<file path="config.mk">
export PLATFORM = sky130hd
export DESIGN_NAME = wp_seq
export DESIGN_NICKNAME = d
export VERILOG_FILES = /design/src/rtl/wp_pkg.sv /design/src/rtl/wp_rst_sync.sv /design/src/rtl/wp_key_match.sv /design/src/rtl/wp_seq_fsm.sv /design/src/rtl/wp_mode_gate.sv /design/src/rtl/wp_seq.sv
export SDC_FILE = /design/constraint.sdc
export NUM_CORES = 1
export LEC_CHECK = 0
export BUFFER_PORTS_ARGS = -buffer_cell sky130_fd_sc_hd__buf_2
export CORE_MARGIN = 3
export CORE_UTILIZATION = 36
export DETAILED_ROUTE_END_ITERATION = 6
export PLACE_DENSITY = 0.68
export SYNTH_ARGS = -nofsm -noshare
export SYNTH_HDL_FRONTEND = slang
export SYNTH_SLANG_ARGS = --single-unit
</file>
<file path="constraint.sdc">
create_clock -name clk -period 0.8 [get_ports clk]
set_clock_uncertainty 0.1 [all_clocks]
set_input_delay 0.08 -clock clk [delete_from_list [all_inputs] [get_ports clk]]
set_output_delay 0.08 -clock clk [all_outputs]
set_load 0.01 [all_outputs]
</file>
<file path="src/rtl/wp_pkg.sv">
package wp_pkg;

  // Key-step patterns recognised by the matcher
  localparam int NPAT     = 5;
  localparam int PAT_AA_A = 0;
  localparam int PAT_55_B = 1;
  localparam int PAT_A0_A = 2;
  localparam int PAT_80_A = 3;
  localparam int PAT_20_A = 4;

  typedef enum logic [2:0] {
    SQ_IDLE = 3'd0,
    SQ_K1   = 3'd1,
    SQ_K2   = 3'd2,
    SQ_C3   = 3'd3,
    SQ_C4   = 3'd4,
    SQ_C5   = 3'd5
  } sq_state_e;

  function automatic logic [7:0] pat_data(input int idx);
    case (idx)
      PAT_AA_A: pat_data = 8'hAA;
      PAT_55_B: pat_data = 8'h55;
      PAT_A0_A: pat_data = 8'hA0;
      PAT_80_A: pat_data = 8'h80;
      default:  pat_data = 8'h20;
    endcase
  endfunction

  // 1 when the pattern uses the second key address
  function automatic logic pat_on_b(input int idx);
    pat_on_b = (idx == PAT_55_B);
  endfunction

endpackage

</file>
<file path="src/rtl/wp_rst_sync.sv">
module wp_rst_sync #(
  parameter int STAGES = 2
) (
  input  logic clk,
  input  logic rst_n,
  output logic rst_sn
);

  logic [STAGES-1:0] sync_q;

  always_ff @(posedge clk or negedge rst_n) begin
    if (!rst_n) sync_q <= '0;
    else        sync_q <= {sync_q[STAGES-2:0], 1'b1};
  end

  assign rst_sn = sync_q[STAGES-1];

endmodule

</file>
<file path="src/rtl/wp_key_match.sv">
module wp_key_match #(
  parameter int                ADDR_W = 15,
  parameter int                DATA_W = 8,
  parameter logic [ADDR_W-1:0] KEY_A  = 15'h5555,
  parameter logic [ADDR_W-1:0] KEY_B  = 15'h2AAA
) (
  input  logic [ADDR_W-1:0]       wr_addr,
  input  logic [DATA_W-1:0]       wr_data,
  output logic [wp_pkg::NPAT-1:0] hit
);

  for (genvar g = 0; g < wp_pkg::NPAT; g++) begin : g_pat
    localparam logic [ADDR_W-1:0] PA = wp_pkg::pat_on_b(g) ? KEY_B : KEY_A;
    localparam logic [DATA_W-1:0] PD = DATA_W'(wp_pkg::pat_data(g));
    assign hit[g] = (wr_addr == PA) && (wr_data == PD);
  end

endmodule

</file>
<file path="src/rtl/wp_seq_fsm.sv">
module wp_seq_fsm (
  input  logic                    clk,
  input  logic                    rst_sn,
  input  logic                    stb,
  input  logic                    bypass,
  input  logic [wp_pkg::NPAT-1:0] hit,
  output logic                    evt_cmd,
  output logic                    evt_prefix,
  output logic                    evt_disable
);
  import wp_pkg::*;

  sq_state_e state_q, state_d;
  logic      restart;

  assign restart = hit[PAT_AA_A];

  always_comb begin
    state_d     = state_q;
    evt_cmd     = 1'b0;
    evt_prefix  = 1'b0;
    evt_disable = 1'b0;
    if (stb && bypass) begin
      state_d = SQ_IDLE;
    end else if (stb) begin
      // default on mismatch: restart from this write if it is a first step
      state_d = restart ? SQ_K1 : SQ_IDLE;
      evt_cmd = restart;
      case (state_q)
        SQ_IDLE: ;
        SQ_K1: if (hit[PAT_55_B]) begin
          state_d = SQ_K2; evt_cmd = 1'b1;
        end
        SQ_K2: if (hit[PAT_A0_A]) begin
          state_d = SQ_IDLE; evt_cmd = 1'b1; evt_prefix = 1'b1;
        end else if (hit[PAT_80_A]) begin
          state_d = SQ_C3; evt_cmd = 1'b1;
        end
        SQ_C3: if (hit[PAT_AA_A]) begin
          state_d = SQ_C4; evt_cmd = 1'b1;
        end
        SQ_C4: if (hit[PAT_55_B]) begin
          state_d = SQ_C5; evt_cmd = 1'b1;
        end
        SQ_C5: if (hit[PAT_20_A]) begin
          state_d = SQ_IDLE; evt_cmd = 1'b1; evt_disable = 1'b1;
        end
        default: begin
          state_d = SQ_IDLE; evt_cmd = 1'b0;
        end
      endcase
    end
  end

  always_ff @(posedge clk or negedge rst_sn) begin
    if (!rst_sn)  state_q <= SQ_IDLE;
    else if (stb) state_q <= state_d;
  end

endmodule

</file>
<file path="src/rtl/wp_mode_gate.sv">
module wp_mode_gate #(
  parameter bit PROT_AT_RESET = 1'b1
) (
  input  logic clk,
  input  logic rst_sn,
  input  logic stb,
  input  logic page_commit,
  input  logic evt_cmd,
  input  logic evt_prefix,
  input  logic evt_disable,
  output logic prot_on,
  output logic wr_permit,
  output logic dec_vld,
  output logic dec_store,
  output logic dec_cmd
);

  logic prot_d, permit_d, vld_d, store_d, cmd_d;

  always_comb begin
    prot_d   = prot_on;
    permit_d = wr_permit;
    if (evt_prefix)       prot_d = 1'b1;
    else if (evt_disable) prot_d = 1'b0;
    // opening the window wins over a coincident commit
    if (evt_prefix)       permit_d = 1'b1;
    else if (page_commit) permit_d = 1'b0;
    vld_d   = stb;
    cmd_d   = stb && evt_cmd;
    store_d = stb && !evt_cmd && (wr_permit || !prot_on);
  end

  always_ff @(posedge clk or negedge rst_sn) begin
    if (!rst_sn) begin
      prot_on   <= PROT_AT_RESET;
      wr_permit <= 1'b0;
      dec_vld   <= 1'b0;
      dec_store <= 1'b0;
      dec_cmd   <= 1'b0;
    end else begin
      prot_on   <= prot_d;
      wr_permit <= permit_d;
      dec_vld   <= vld_d;
      dec_store <= store_d;
      dec_cmd   <= cmd_d;
    end
  end

endmodule

</file>
<file path="src/rtl/wp_seq.sv">
module wp_seq #(
  parameter int                ADDR_W        = 15,
  parameter int                DATA_W        = 8,
  parameter logic [ADDR_W-1:0] KEY_A         = 15'h5555,
  parameter logic [ADDR_W-1:0] KEY_B         = 15'h2AAA,
  parameter bit                PROT_AT_RESET = 1'b1,
  parameter int                RST_STAGES    = 2
) (
  input  logic              clk,
  input  logic              rst_n,
  input  logic              wr_strobe,
  input  logic [ADDR_W-1:0] wr_addr,
  input  logic [DATA_W-1:0] wr_data,
  input  logic              page_commit,
  output logic              dec_vld,
  output logic              dec_store,
  output logic              dec_cmd,
  output logic              prot_on,
  output logic              wr_permit
);

  logic                    rst_sn;
  logic [wp_pkg::NPAT-1:0] hit;
  logic                    evt_cmd, evt_prefix, evt_disable;

  wp_rst_sync #(.STAGES(RST_STAGES)) u_rst (
    .clk(clk), .rst_n(rst_n), .rst_sn(rst_sn)
  );

  wp_key_match #(.ADDR_W(ADDR_W), .DATA_W(DATA_W), .KEY_A(KEY_A), .KEY_B(KEY_B)) u_match (
    .wr_addr(wr_addr), .wr_data(wr_data), .hit(hit)
  );

  wp_seq_fsm u_fsm (
    .clk(clk), .rst_sn(rst_sn), .stb(wr_strobe), .bypass(wr_permit), .hit(hit),
    .evt_cmd(evt_cmd), .evt_prefix(evt_prefix), .evt_disable(evt_disable)
  );

  wp_mode_gate #(.PROT_AT_RESET(PROT_AT_RESET)) u_gate (
    .clk(clk), .rst_sn(rst_sn), .stb(wr_strobe), .page_commit(page_commit),
    .evt_cmd(evt_cmd), .evt_prefix(evt_prefix), .evt_disable(evt_disable),
    .prot_on(prot_on), .wr_permit(wr_permit),
    .dec_vld(dec_vld), .dec_store(dec_store), .dec_cmd(dec_cmd)
  );

endmodule

</file>
==> flow_summary.json <==
{
  "finalInstanceArea_um2": 1280,
  "worstPathRequired_ns": 0.86,
  "r2r-end": "u_fsm.state_q[0]",
  "area.growth.synth_to_final_pct": 95.6,
  "end_kind": "flop",
  "pwr-share-comb": 0.207,
  "p_leak_uw": 0.000583,
  "regArea_um2": 254,
  "ys_ff_latch": 10,
  "die_w_um": 48.7,
  "die-area_um2": 2370,
  "ios": 32,
  "grt_pass1_vias": 917,
  "vias_per_cell": 6.03,
  "clk_latency_ns": 0.28,
  "syn_nets": 101,
  "period_share": 1.90,
  "power.density_nw_per_um2": 911,
  "max_cap_violations": 0,
  "antenna_cells": 0,
  "via_count": 995,
  "fillerInstances": 112,
  "rsz0062_at_grt": "true",
  "io_buffers": 31,
  "violations": "setup timing",
  "h-tree-depth": 1,
  "drt_iter0_drc": 48,
  "drive_gt1_frac": 0.645,
  "hold_viol_final": 0,
  "initial_core_util": 0.407,
  "final_max_slew_viol_count": 0,
  "place_congestion": 0.830,
  "syn_inst": 74,
  "overflow": 0,
  "syn_area_per_cell_um2": 8.86,
  "cts_tree": "done",
  "ant_nets": 0,
  "run_status": "finished with violations",
  "clk_pin_slew_ns": 0.07,
  "cts_num_sinks": 10,
  "cts_root_buf": "clkbuf_4",
  "p_sw_uw": 326,
  "final_nets": 169,
  "wl_um": 3140,
  "power_frac_seq": 0.450,
  "setup_slack_ns": -0.717,
  "setup_violations": 12,
  "fmax_mhz": 659,
  "yosysUniqueCellTypes": 32,
  "grt_usage": 0.240,
  "final_cell_count_no_fill": 165,
  "ir_drop_v": 0.000925,
  "fin_util": 0.796,
  "grt_max_degree": 9,
  "startpoint_type": "flop",
  "die_h_um": 48.7,
  "core-area_um2": 1610,
  "r2r_start": "u_fsm.state_q[1]",
  "firstDrtPassIters": 5,
  "reg2reg_slack_ns": -0.72,
  "clockPowerShare": 0.343,
  "grt_pass1_wl_um": 4190,
  "synth_area_leaders": "dfrtp_1, nand2_1, dfstp_2",
  "rr_worst_depth": 5,
  "crit_type": "reg2reg",
  "placementRows": 14,
  "swShare": 0.279,
  "ys_seq_area_frac": 0.384,
  "netlist_area_um2": 656,
  "synth_top_cell_area_share": 0.344,
  "wl_per_cell_um": 19.0,
  "antenna_found_initial": 0,
  "ys_warn_count": 0,
  "finalPower_uw": 1170,
  "clockBufferDepth": 2,
  "whs_ns": 0.0359,
  "numCtsBuffers": 3,
  "arrival_ns": 1.58,
  "drc_errors": 0,
  "p_int_uw": 842,
  "crit_fanout": 5,
  "fin_crit_ns": 1.52,
  "dp_cells": 150,
  "dpl.hpwl_um": 1840,
  "hold_class": "reg2async",
  "place_area_um2": 1020,
  "yosys.area.top_type": "dfrtp_1",
  "multi_input_area_um2": 523
}
-- stage by stage --
step	TNS [ns]	setup WS (ns)
after global routing	-6.30	-0.743
final	-5.85	-0.717
after global placement	-4.83	-0.754
after CTS	-5.35	-0.639
after detailed placement	-5.43	-0.826
after floorplan	-3.45	-0.586
-- cells in the final DEF (no fill, tap or decap), drive strengths merged, types with 2 or more instances in the layout --
master        n
a32oi         2
and4b         2
and4bb        2
buf          62
clkbuf        4
dfrtp         9
dlygate4sd3   3
inv           3
nand2         8
nand3         5
nand4         3
nor2          6
nor2b         2
nor3          2
nor4          3
nor4b         2
nor4bb        2
o21ai         3
o22ai         3
o31ai         3
-- power by group through the flow --
stage	Clock, uW	Combinational [uW]	Sequential [uW]
2_1_floorplan	0	45.9	536
3_3_place_gp	0	179	534
3_5_place_dp	0	186	536
4_1_cts	387	213	526
5_1_grt	452	256	529
6_report	401	242	525
-- cell usage after synthesis --
cell type and number:
xor2_1 1, nor4_1 3, nand3b_1 1, o21ai_2 1, and4bb_2 2, nor3_1 2
nand2_1 8, a32oi_1 2, nor2b_1 2, and2b_2 1, and3_1 1, dfrtp_1 9
nor4bb_1 2, or4_4 1, nand4b_1 1, conb_1 1, and4b_1 2, clkbuf_1 2
inv_1 3, a221oi_1 1, o21ai_0 2, o31ai_1 3, or2_0 1, nor4b_1 1
o22ai_1 3, nor4b_2 1, dfstp_2 1, nand3_1 5, a21oi_1 1, nand4_1 3
nor2_1 6, and2_1 1
-- worst max-delay path by stage --
stage	depth (start not counted)	start	slack, ns	to
final	5	u_fsm.state_q[1]	-0.72	u_fsm.state_q[0]
after global routing	5	u_gate.wr_permit	-0.74	u_gate.dec_store
after CTS	5	u_gate.wr_permit	-0.64	u_gate.dec_store
after detailed placement	7	wr_addr[13]	-0.83	u_gate.dec_store
after global placement	7	wr_addr[13]	-0.75	u_gate.dec_store
after floorplan	4	u_gate.wr_permit	-0.59	u_gate.wr_permit
-- layer usage --
metal / vias up / global-route usage / part of all wire
li1: 416 / - / -
met1: 462 / 0.248 / 0.33
met2: 83 / 0.425 / 0.50
met3: 34 / 0.0613 / 0.084
met4: 0 / 0.156 / 0.084
met5: - / 0 / 0
-- repair_timing --
item,CTS,global route
hold endpoints to repair,4,0
buffers inserted,6,2
pin swaps,12,1
hold buffers,3,0
endpoints found under the setup margin,12,12
gates resized for setup,14,17
-- cell families (layout without fill, tap and decap cells) --
kind of cell | count (synthesis) | in the layout | share of synthesized area
XOR/XNOR | 1 | 1 | 0.0134
flip-flops | 10 | 10 | 0.384
other | 1 | 1 | 0.00572
buffers and inverters | 5 | 72 | 0.0286
AO/OA/AOI/OAI | 13 | 13 | 0.139
AND/OR/NAND/NOR | 44 | 44 | 0.429
-- state kept, by name (all words and copies together) (netlist names) --
signal / count
u_gate.dec_store: 1
u_gate.wr_permit: 1
u_gate.dec_cmd: 1
u_fsm.state_q: 3
u_gate.prot_on: 1
u_rst.sync_q: 2
u_gate.dec_vld: 1
-- critical path, cell delays in order, from the launching register on --
cell and delay [ns]:
dfrtp_2 0.47, nand4b_1 0.18, buf_4 0.16, o22ai_2 0.09
a221oi_2 0.27, o22ai_1 0.11
-- area by class of cell --
| type | instances | share of cell area |
|---|---|---|
| inverter | 3 | 0.00878 |
| clock buffer | 4 | 0.0205 |
| sequential | 10 | 0.198 |
| multi-input combinational | 59 | 0.408 |
| tap | 24 | 0.0234 |
| timing repair buffer | 65 | 0.341 |
Note: power is estimated with default switching activity, not from simulation.
